File: src/rtl/baud_pkg.sv
package baud_pkg;

  typedef enum logic [1:0] {
    RATE_SLOW = 2'd0,
    RATE_MID  = 2'd1,
    RATE_FAST = 2'd2
  } rate_e;

  // Prescale class from the mode inputs; synchronous ignores the speed bit.
  function automatic rate_e pick_rate(input logic sync_m, input logic wide_m,
                                      input logic fast_m);
    rate_e r;
    if (sync_m) begin
      r = RATE_FAST;
    end else begin
      unique case ({wide_m, fast_m})
        2'b00:   r = RATE_SLOW;
        2'b11:   r = RATE_FAST;
        default: r = RATE_MID;
      endcase
    end
    return r;
  endfunction

endpackage

File: src/rtl/baud_prescaler.sv
module baud_prescaler #(
  parameter int PRE_W = 6
) (
  input  logic             clk,
  input  logic             rst_n,
  input  logic             restart,
  input  logic [PRE_W-1:0] last,
  output logic [PRE_W-1:0] phase,
  output logic             wrap
);

  logic [PRE_W-1:0] phase_d;

  assign wrap = (phase >= last);

  always_comb begin
    if (restart)   phase_d = '0;
    else if (wrap) phase_d = '0;
    else           phase_d = phase + 1'b1;
  end

  always_ff @(posedge clk or negedge rst_n) begin
    if (!rst_n) phase <= '0;
    else        phase <= phase_d;
  end

endmodule

File: src/rtl/baud_down_counter.sv
module baud_down_counter #(
  parameter int CNT_W = 16
) (
  input  logic             clk,
  input  logic             rst_n,
  input  logic             restart,
  input  logic             step,
  input  logic [CNT_W-1:0] load_val,
  input  logic [CNT_W-1:0] reload_val,
  output logic [CNT_W-1:0] count,
  output logic             at_zero
);

  logic [CNT_W-1:0] count_d;
  logic             count_en;

  assign at_zero  = (count == '0);
  assign count_en = restart | step;

  always_comb begin
    if (restart)      count_d = load_val;
    else if (at_zero) count_d = reload_val;
    else              count_d = count - 1'b1;
  end

  always_ff @(posedge clk or negedge rst_n) begin
    if (!rst_n)        count <= '0;
    else if (count_en) count <= count_d;
  end

endmodule

File: src/rtl/baud_rx_vote.sv
module baud_rx_vote (
  input  logic clk,
  input  logic rst_n,
  input  logic rx_i,
  input  logic cap_first,
  input  logic cap_second,
  input  logic cap_third,
  output logic bit_o,
  output logic valid_o
);

  logic s_first, s_second;
  logic s_first_d, s_second_d;
  logic bit_d, valid_d;
  logic vote;

  assign vote = (s_first & s_second) | (s_first & rx_i) | (s_second & rx_i);

  always_comb begin
    s_first_d  = cap_first  ? rx_i : s_first;
    s_second_d = cap_second ? rx_i : s_second;
    bit_d      = cap_third  ? vote : bit_o;
    valid_d    = cap_third;
  end

  always_ff @(posedge clk or negedge rst_n) begin
    if (!rst_n) begin
      s_first  <= 1'b1;
      s_second <= 1'b1;
      bit_o    <= 1'b1;
      valid_o  <= 1'b0;
    end else begin
      s_first  <= s_first_d;
      s_second <= s_second_d;
      bit_o    <= bit_d;
      valid_o  <= valid_d;
    end
  end

endmodule

File: src/rtl/baud_rate_gen.sv
module baud_rate_gen
  import baud_pkg::*;
#(
  parameter int DIV_W    = 16,
  parameter int LOW_W    = 8,
  parameter int PRE_SLOW = 64,
  parameter int PRE_MID  = 16,
  parameter int PRE_FAST = 4
) (
  input  logic             clk,
  input  logic             rst_n,
  input  logic [DIV_W-1:0] div_wdata,
  input  logic             div_we,
  input  logic             wide_i,
  input  logic             fast_i,
  input  logic             sync_i,
  input  logic             rx_i,
  output logic             tick_o,
  output logic             cfg_err_o,
  output logic             rx_bit_o,
  output logic             rx_valid_o
);

  localparam int PRE_W = $clog2(PRE_SLOW);

  // Stored divisor and mode history
  logic [DIV_W-1:0] div_q, div_d;
  logic [2:0]       mode_q, mode_now;
  logic             mode_chg;
  logic             restart;

  // Effective divisor: full word or low byte only
  function automatic logic [DIV_W-1:0] eff_div(input logic [DIV_W-1:0] src,
                                               input logic wide_m);
    logic [DIV_W-1:0] r;
    r = src;
    if (!wide_m) r[DIV_W-1:LOW_W] = '0;
    return r;
  endfunction

  logic [DIV_W-1:0] n_cur, n_load;
  rate_e            rate;
  logic [PRE_W-1:0] pre_last, pre_half;
  logic [PRE_W-1:0] phase;
  logic             pre_wrap;
  logic [DIV_W-1:0] cnt;
  logic             cnt_zero;
  logic             tick_d;
  logic             mid_hit;
  logic             cap0, cap1, cap2;

  assign mode_now = {sync_i, wide_i, fast_i};
  assign mode_chg = (mode_now != mode_q);
  assign restart  = div_we | mode_chg;

  assign div_d  = div_we ? div_wdata : div_q;
  assign n_cur  = eff_div(div_q, wide_i);
  assign n_load = eff_div(div_d, wide_i);

  always_ff @(posedge clk or negedge rst_n) begin
    if (!rst_n) begin
      div_q  <= '0;
      mode_q <= '0;
    end else begin
      div_q  <= div_d;
      mode_q <= mode_now;
    end
  end

  // Prescale length from the mode
  assign rate = pick_rate(sync_i, wide_i, fast_i);

  always_comb begin
    unique case (rate)
      RATE_SLOW: pre_last = PRE_W'(PRE_SLOW - 1);
      RATE_MID:  pre_last = PRE_W'(PRE_MID - 1);
      default:   pre_last = PRE_W'(PRE_FAST - 1);
    endcase
  end

  assign pre_half = (pre_last >> 1) + 1'b1;

  // Unsupported synchronous setting
  assign cfg_err_o = sync_i & (n_cur < DIV_W'(2));

  baud_prescaler #(.PRE_W(PRE_W)) i_pre (
    .clk     (clk),
    .rst_n   (rst_n),
    .restart (restart),
    .last    (pre_last),
    .phase   (phase),
    .wrap    (pre_wrap)
  );

  baud_down_counter #(.CNT_W(DIV_W)) i_cnt (
    .clk        (clk),
    .rst_n      (rst_n),
    .restart    (restart),
    .step       (pre_wrap),
    .load_val   (n_load),
    .reload_val (n_cur),
    .count      (cnt),
    .at_zero    (cnt_zero)
  );

  // Tick register
  assign tick_d = pre_wrap & cnt_zero & ~cfg_err_o & ~restart;

  always_ff @(posedge clk or negedge rst_n) begin
    if (!rst_n) tick_o <= 1'b0;
    else        tick_o <= tick_d;
  end

  // Mid-bit sampling strobes
  assign mid_hit = (cnt == (n_cur >> 1)) & ~cfg_err_o & ~restart;
  assign cap0    = mid_hit & (phase == pre_half - 1'b1);
  assign cap1    = mid_hit & (phase == pre_half);
  assign cap2    = mid_hit & (phase == pre_half + 1'b1);

  baud_rx_vote i_vote (
    .clk        (clk),
    .rst_n      (rst_n),
    .rx_i       (rx_i),
    .cap_first  (cap0),
    .cap_second (cap1),
    .cap_third  (cap2),
    .bit_o      (rx_bit_o),
    .valid_o    (rx_valid_o)
  );

endmodule

File: config.mk
export PLATFORM = sky130hd
export DESIGN_NAME = baud_rate_gen
export DESIGN_NICKNAME = d
export VERILOG_FILES = /design/src/rtl/baud_pkg.sv /design/src/rtl/baud_prescaler.sv /design/src/rtl/baud_down_counter.sv /design/src/rtl/baud_rx_vote.sv /design/src/rtl/baud_rate_gen.sv
export SDC_FILE = /design/constraint.sdc
export NUM_CORES = 1
export LEC_CHECK = 0
export ABC_CLOCK_PERIOD_IN_PS = 3900
export BUFFER_PORTS_ARGS = -buffer_cell sky130_fd_sc_hd__buf_2
export CELL_PAD_IN_SITES_DETAIL_PLACEMENT = 1
export CELL_PAD_IN_SITES_GLOBAL_PLACEMENT = 2
export CORE_MARGIN = 2
export CORE_UTILIZATION = 40
export CTS_CLUSTER_DIAMETER = 120
export DETAILED_ROUTE_END_ITERATION = 10
export PLACE_DENSITY = 0.9
export SLEW_MARGIN = 5
export SYNTH_ARGS = -nofsm -noshare
export SYNTH_HDL_FRONTEND = slang
export SYNTH_HIERARCHICAL = 1
export SYNTH_SLANG_ARGS = --single-unit
File: constraint.sdc
create_clock -name clk -period 3.9 [get_ports clk]
set_clock_uncertainty 0.1 [all_clocks]
set_input_delay 0.195 -clock clk [delete_from_list [all_inputs] [get_ports clk]]
set_output_delay 0.195 -clock clk [all_outputs]
set_load 0.005 [all_outputs]
==> metrics.txt, run 1 <==
vias in the first global route=2865; Slew @ Worst Pin=1.05 ns; Final Hold Fails=43; failing checks=hold timing; Post-Synthesis Cells=350; post-synthesis sequential area ratio=36.2%; nature of the critical path endpoint=flip-flop; WL/cell=17.7 um; end of the worst register-to-register path=tick_o; final setup vio count=0; Initial DRC Count=121; area grow syn2layout=9.56%; Slowest-stage cell, CP=dlygate4sd3_1; Root Buffer=clkbuf_8; CTS tree=done; Worst slew margin=30.3%; pwr dens=341 mW/mm^2; RSZ-0062 raised after global routing=no; worst setup path class=in -> reg; Post-DP HPWL=6110 um; via count=2719; TritonCTS Buffers=5; Post-Synthesis Cell Area=between 0.003 and 0.004 mm^2; fin nets=403; dominant synthesized flop cell=dfrtp_1; routability cong.=0.762; DRT Pass-1 Iters=4; maximum vdd drop=approximately 170 uV; leakage=1.45 nW; share of the synthesized area in the top cell type=33.7%; Initial Utilization=around two fifths; reg2reg start=i_cnt/count[0]; critical-path cell list=dlygate4sd3_1 -> buf_2 -> inv_1 -> ha_1 -> nor3_1 -> inv_1 -> ha_1 -> nand4_1 -> o221ai_1 -> nor2b_1 -> buf_4 -> o21ai_0 -> o31ai_1; Final Cell Area=0.00350 mm^2; largest net degree at the start of global routing=47; clk_lat worst skew=0.31 ns; Vias/cell=5.76; Max Cap Viol=0; Longest Clk Path Bufs=2; die area=0.00871 mm^2; top post-synthesis cells by area=dfrtp_1, mux2_2, ha_1; asr flop ratio synth=100%; Top delay family on crit path=buffers and inverters; chip height=93.3 um; antenna cell count=0; H-tree depth=2; # DRC=0; clk sink count=46; Worst Path Max Fanout=13; Final ANT Viol Nets=0; status=finished, violations left; I/O pin count=27; HP Class=in -> async; fin. max-slew vios=0; Worst setup SP type=primary input; post-route setup TNS=0 ns; layout cells sized above 1=~18%; core area=approximately 0.0077 mm^2; antenna violations before repair=0; Placed Area=0.00336 mm^2; WP data arrival=3.18 ns; Reg clk slew, reported paths=around 0.090 ns; Worst EP required=4.01 ns; synthesized flop and latch total=46; port bufs=26; area leader, netlist=dfrtp_1; global route overflow=0; CP peak stage delay=0.52 ns; Final Cycle Share=about 79%; chip width=93.3 um; Mean Syn Cell Area=9.12 um^2; Fin Hold WS=-0.0362 ns; Yosys warnings=6; gr usage total=between 20% and 30%; Buf/Inv on CP=5; fin crit period=3.07 ns; Post-synth EDFFs=0; Yosys cell types=60; R2R cell count=7; WL final=8370 um; Max Freq=325 MHz; Std-Cell Rows=32; first-pass GRT wire length=14500 um; CTS resizes=0; r2r setup slk=1.36 ns
## worst max path at each step
| stage | cells past startpoint | slack (ns) | start | end |
|---|---|---|---|---|
| final | 13 | 0.83 | fast_i | i_cnt/count[14] |
| after floorplan | 13 | 0.92 | wide_i | i_cnt/count[9] |
| after CTS | 13 | 0.82 | fast_i | i_cnt/count[14] |
| after global routing | 13 | 0.51 | fast_i | i_cnt/count[8] |
| after detailed placement | 12 | 0.77 | wide_i | i_cnt/count[14] |
| after global placement | 12 | 0.91 | wide_i | i_cnt/count[14] |
## cell families after synthesis
family	Yosys count	share of synthesized area [%]
AOI/OAI and AO/OA	83	16.8
xor gates and xnor gates	19	5.45
adders and majority gates	11	4.31
buffers and inverters	37	5.37
DFF	46	36.2
muxes	21	7.45
other	1	0.117
and+or+nand+nor	132	24.3
## flip-flops by register name, indices dropped and copies added (netlist names)
| register | cells |
|---|---|
| div_q | 16 |
| i_cnt/count | 16 |
| i_pre/phase | 6 |
| mode_q | 3 |
| i_vote/bit_o | 1 |
| i_vote/s_first | 1 |
| i_vote/s_second | 1 |
| i_vote/valid_o | 1 |
| tick_o | 1 |
## cells in the mapped netlist (3+ instances only)
master and instances:
mux2_2 14, nand4_1 4, nand2_1 15, buf_6 4, or4_1 4, o31ai_1 6
clkbuf_1 12, xnor2_1 3, dfstp_2 3, a21oi_1 25, nor2_1 21, nor2b_1 5
nor3_1 19, and2_1 14, xor2_1 15, dfrtp_1 43, nor3b_1 16, o21ai_0 26
nor4_1 7, and4_1 3, mux2i_1 5, inv_1 17, or3_1 3, ha_1 11
nand3_1 4, nand2b_1 4
## per-stage QoR
step | util, % | setup slack, ns | total power, mW | cells
2_1_floorplan | - | 0.925 | 0.752 | 351
3_3_place_gp | 43.5 | 0.912 | 0.821 | 462
3_5_place_dp | 43.5 | 0.765 | 0.833 | 462
4_1_cts | 45.3 | 0.816 | 1.21 | 472
5_1_grt | 45.3 | 0.507 | 1.27 | 472
6_report | 45.3 | 0.827 | 1.19 | 472
## timing repair
item	4_1_cts	5_1_grt
hold endpoints to repair	2	0
endpoints found under the setup margin	0	0
hold buffers	2	0
setup buffers	0	0
## layout make-up
type | count | area, um^2
Sequential cell | 46 | 1150
Clock inverter | 3 | 43.8
Multi-Input combinational cell | 268 | 1870
Timing Repair Buffer | 30 | 165
Fill cell | 913 | 4230
Tap cell | 102 | 128
Clock buffer | 5 | 68.8
Inverter | 18 | 67.6
## layout by cell type (no fill, tap or decap), types with 4 or more instances in the layout
cell type,synthesis,layout
dfrtp_1,43,43
o21ai_0,26,26
buf_2,2,26
a21oi_1,25,25
nor2_1,21,21
nor3_1,19,19
inv_1,17,17
nor3b_1,16,16
nand2_1,15,15
xor2_1,15,15
and2_1,14,14
mux2_2,14,14
ha_1,11,11
nor4_1,7,7
o31ai_1,6,6
nor2b_1,5,5
clkbuf_8,0,5
mux2i_1,5,5
nand4_1,4,4
or4_1,4,4
nand3_1,4,4
nand2b_1,4,4
## where the power goes
part / total, mW / internal (mW) / switching (mW)
clock: 0.367 / 0.192 / 0.174
combinational: 0.246 / 0.112 / 0.134
sequential: 0.579 / 0.513 / 0.0660
total: 1.19 / 0.818 / 0.374
## layer usage
metal  track usage [%]  up-vias  share of wire, %
li1                  -     1309                 -
met1              28.4     1364                47
met2              35.7       37                49
met3              2.74        9               2.8
met4              5.39        0               1.4
met5                 0        -                 0
(Power assumes the default switching activity.)
==> inputs of run 2 (changes only) <==
Settings changed: ABC_CLOCK_PERIOD_IN_PS 3900 to 2900, CORE_UTILIZATION 40 to 38, PLACE_DENSITY 0.9 to 0.87.
Clock period 3.9 ns to 2.9 ns, I/O delays scaled along.
==> run 2 against run 1 <==
The flow now finishes without violations; first-iteration DRC count down 21%; die area increased by 5.0%; sequential share of layout area decreased by 2.4 points; worst setup slack got worse by 0.54 ns; utilization grew 0.81 points; count of clock-buffer cells in the layout increased by 1; non-clock buffer count increased by 31; routed wire length up 3.6%; clock power is 18% higher; critical path type unchanged; largest power group unchanged.
==> metrics.txt, run 2 (synthesis results as in run 1) <==
status=complete, no violations; nature of the critical path endpoint=flip-flop; antenna cell count=0; Slew @ Worst Pin=1.07 ns; area grow syn2layout=18.0%; Worst EP required=between 3 and 4 ns; core area=a little over 0.008 mm^2; worst setup path class=in -> reg; # DRC=0; highest metal used=met4; Post-DP HPWL=about 6200 um; global route overflow=0; FILL cells=961; multi-input logic area=0.00187 mm^2; clk sink count=46; Final ANT Viol Nets=0; fin. max-slew vios=0; WL/cell=17.1 um; Initial DRC Count=95; WP data arrival=2.73 ns; die area=0.00915 mm^2; final core utilization=a little under half; Root Buffer=clkbuf_8; CP peak stage delay=0.53 ns; RSZ-0062 raised after global routing=no; Longest Clk Path Bufs=2; antenna violations before repair=0; Worst setup SP type=primary input; first-pass GRT wire length=14800 um; Vias/cell=approximately 5.6; post-route setup TNS=0 ns; Final Hold Fails=0; final setup vio count=0; H-tree depth=2; Max Freq=around 380 MHz; WL final=8670 um; gr usage total=20.7%; vias in the first global route=2979; chip width=95.7 um; pwr dens=between 400 and 500 mW/mm^2; met3 WL=166 um; HP Class=in -> reg; Initial Utilization=39.0%; Largest regs=div_q: 16 flops, i_cnt/count: 16 flops, i_pre/phase: 6 flops; maximum vdd drop=between 200 and 250 uV; Max Cap Viol=0; Reg clk slew, reported paths=approximately 0.090 ns; critical-path cell list=dlygate4sd3_1 -> buf_2 -> nor3_2 -> inv_1 -> ha_1 -> nand4_1 -> o221ai_1 -> nor2b_1 -> buf_4 -> o21ai_0 -> o31ai_1; most frequent cells in the layout=dfrtp_1, o21ai_0, buf_2; postcts setup bufs=0; fin crit period=approximately 2.6 ns; Worst slew margin=28.3%; fin nets=434; clk_lat worst skew=0.31 ns; DRT Pass-1 Iters=4; Met1 Wirelength=roughly 4300 um; routability cong.=slightly below 0.8; CTS tree=done; leakage=1.57 nW; Slowest-stage cell, CP=dlygate4sd3_1; Worst Path Max Fanout=13; layout cells sized above 1=just over 20%; Std-Cell Rows=33; via count=2826; Storage cell area=around 0.0012 mm^2; chip height=95.7 um; port bufs=26; Final Cycle Share=between 90% and 100%; commonest non-fill, non-tap cell in the layout=dfrtp_1; largest net degree at the start of global routing=47; TritonCTS Buffers=5; WL met2=4080 um; I/O pin count=27
run 2: cell count changes in the layout (fill, tap and decap cells not counted):
cell           before  now
inv_6               1    0
nor3_2              0    1
bufinv_16           1    0
nor3_1             19   18
clkinvlp_4          0    1
dlygate4sd3_1       2   20
clkbuf_8            5    6
buf_4               2   15
run 2: final timing paths:
| kind | startpoint | endpoint | slack (ns) | depth (start not counted) |
|---|---|---|---|---|
| worst max-delay path | sync_i | i_cnt/count[14] | 0.29 | 11 |
| worst min-delay path | wide_i | mode_q[1] | 0.10 | 2 |
| worst max register to register | i_cnt/count[1] | tick_o | 0.36 | 7 |
| worst min register to register | i_vote/bit_o | i_vote/bit_o | 0.39 | 2 |
| max in group asynchronous | rst_n | i_pre/phase[1] | 1.57 | 2 |
| min in group asynchronous | rst_n | i_cnt/count[0] | 0.48 | 2 |
run 2: routing by layer:
layer	vias to the layer above	GRT usage [%]
met1	1412	28.7
li1	1372	-
met2	34	34.5
met3	8	2.45
met5	-	0
met4	0	5.00
run 2: area by class of cell:
class / count / area share (%)
flip-flops and latches: 46 / 30.7
multi-input cells: 268 / 49.8
repair buffers: 61 / 11.8
clock inverters: 2 / 0.332
clock buffers: 6 / 2.19
inverters: 18 / 1.79
well taps: 105 / 3.49
run 2: critical path: cells and delay by family:
family                     cells  cell delay, ns
and+or+nand+nor                3            0.65
adders and majority gates      1            0.30
AOI/OAI and AO/OA              3            0.62
buffers and inverters          4            1.01
run 2: repair_timing:
| item | in CTS | in global routing |
|---|---|---|
| endpoints found under the hold margin | 62 | 0 |
| hold buffers | 20 | 0 |
| resized for setup | 0 | 1 |
| setup endpoints to repair | 0 | 14 |
run 2: where the power goes:
| part | leakage (nW) | internal, mW | switching [mW] |
|---|---|---|---|
| Combinational | 0.964 | 0.186 | 0.206 |
| Clock | 0.0472 | 0.192 | 0.241 |
| Sequential | 0.563 | 0.690 | 0.0725 |
run 2: metrics by stage:
step,worst slack [ns],cell area (um^2),hold slack (ns),power (mW),cells
2_1_floorplan,0.0479,3200,-0.251,1.01,351
3_3_place_gp,0.290,3470,0.221,1.13,478
3_5_place_dp,0.105,3470,0.237,1.14,478
4_1_cts,0.182,3760,0.0889,1.60,506
5_1_grt,0.0149,3770,0.110,1.69,506
6_report,0.286,3770,0.101,1.59,506
==> inputs of run 3 (changes only) <==
Settings changed: SETUP_SLACK_MARGIN set to 0.3.
==> run 3 against run 2 <==
Worst hold slack worse by 0.098 ns; sequential cell count did not move; via count is 0.32% lower; die area unchanged; cell area fell by 1.3%; register-to-register slack gained 0.04 ns; sequential power grew 0.5%; combinational power fell by 3%; global-route usage shrank 0.93 points.
==> metrics.txt, run 3 (synthesis results as in run 1) <==
Final Cell Area=0.00372 mm^2; layout cells sized above 1=21.7%; Critical Path Sink=i_cnt/count[7]; vias in the first global route=2735; RSZ-0062 raised after global routing=yes; fin crit period=2.50 ns; critical-path cell list=inv_1 -> ha_1 -> or3b_2 -> or4_4 -> buf_4 -> o221ai_1 -> o21ai_0; global route overflow=0; critical path depth=7; Initial DRC Count=76; final setup vio count=0; Worst slew margin=28.9%; clk_lat worst skew=0.30 ns; # DRC=0; largest net degree at the start of global routing=47; most frequent cells in the layout=dfrtp_1, buf_2, o21ai_0, a21oi_1, nor2_1; DRT Pass-1 Iters=4; nature of the critical path endpoint=flip-flop; worst setup path class=reg -> reg; Buf/Inv on CP=2; end of the worst register-to-register path=i_cnt/count[7]; die area=0.00915 mm^2; Post-DP HPWL=6060 um; clk sink count=between 40 and 50; chip height=95.7 um; Worst Path Max Fanout=6; Worst setup SP type=flip-flop; Final Cycle Share=86.2%; area grow syn2layout=16.5%; CP peak stage delay=~0.57 ns; Total Power=roughly 1.5 mW; port bufs=26; Slew @ Worst Pin=1.07 ns; Worst EP required=2.97 ns; Slowest-stage cell, CP=or4_4; CTS tree=done; Root Buffer=clkbuf_8; Initial Utilization=~39%; HP Class=in -> reg; Max Freq=between 400 and 500 MHz; R2R cell count=7; fin. max-slew vios=0; FILL cells=961; antenna violations before repair=0; leakage=approximately 1.5 nW; maximum vdd drop=208 uV; Fin Hold WS=0.00380 ns; core area=0.00818 mm^2; M2 GR Usage=31.8%; met3 Resource Use GR=between 2 and 3%; WL final=8510 um; chip width=95.7 um; gr usage total=19.8%; worst hold path startpoint=div_wdata[1]; Largest regs=div_q: 16 flops, i_cnt/count: 16 flops, i_pre/phase: 6 flops; commonest non-fill, non-tap cell in the layout=dfrtp_1; Longest Clk Path Bufs=2; first-pass GRT wire length=14200 um; grt met1 use=28.7%; H-tree depth=2; TritonCTS Buffers=5; reg2reg start=i_cnt/count[0]; post-route setup TNS=0 ns; antenna cell count=0; final core utilization=between 40% and 50%; routability cong.=0.834; gr busiest metal=met2; I/O pin count=27; WL/cell=17.0 um; fin nets=429; r2r setup slk=between 0.4 and 0.5 ns; Setup crit start=i_cnt/count[0]; Final ANT Viol Nets=0; pwr dens=415 mW/mm^2; Reg clk slew, reported paths=about 0.09 ns; Max Cap Viol=0; Placed Area=0.00346 mm^2; Std-Cell Rows=33; WP data arrival=2.57 ns; Vias/cell=5.62; status=complete, no violations; via count=2817; Top delay family on crit path=simple AND/OR/NAND/NOR gates; Final Hold Fails=0
## run 3: per-layer routing
layer / vias to the layer above / part of all wire (%)
li1: 1364 / -
met1: 1411 / 50
met2: 37 / 47
met3: 5 / 2.5
met4: 0 / 0.80
met5: - / 0
## run 3: cell type report
type,count,area [um^2],share of cell area (%)
clock inverter,2,10.0,0.269
timing repair buffer,56,390,10.5
tap,105,131,3.53
sequential,46,1160,31.1
multi-input combinational,268,1890,50.8
inverter,18,67.6,1.82
clock buffer,6,72.6,1.95
## run 3: stage by stage
step / instances / worst slack [ns]
6_report: 501 / 0.400
3_3_place_gp: 476 / 0.122
5_1_grt: 501 / 0.279
3_5_place_dp: 476 / 0.0138
4_1_cts: 498 / 0.302
2_1_floorplan: 351 / 0.318
## run 3: worst reg2reg max path, cell delays in order, from the launching register on
cell and delay [ns]:
dfrtp_2 0.46, inv_1 0.11, ha_1 0.17, or3b_2 0.52, or4_4 0.57, buf_4 0.19, o221ai_1 0.16, o21ai_0 0.10
## run 3: how the worst min path moves through the flow
stage	to	slack (ns)	cells after the start
2_1_floorplan	div_q[0]	-0.25	0
3_3_place_gp	mode_q[0]	0.22	1
3_5_place_dp	mode_q[0]	0.24	1
4_1_cts	div_q[1]	0.003	2
5_1_grt	div_q[1]	0.003	2
6_report	div_q[1]	0.004	2
## run 3: repair_timing
action                     in CTS  in global routing
setup buffers                   0                  3
setup endpoints to repair       2                  7
pin swaps                       1                  1
hold buffers                   14                  0
hold endpoints to repair       46                  0
gates resized for setup         1                  3
## run 3: report_power, final
part | leakage [nW] | switching (mW) | internal [mW]
logic | 0.941 | 0.201 | 0.178
clock network | 0.0450 | 0.229 | 0.168
registers | 0.561 | 0.0755 | 0.691
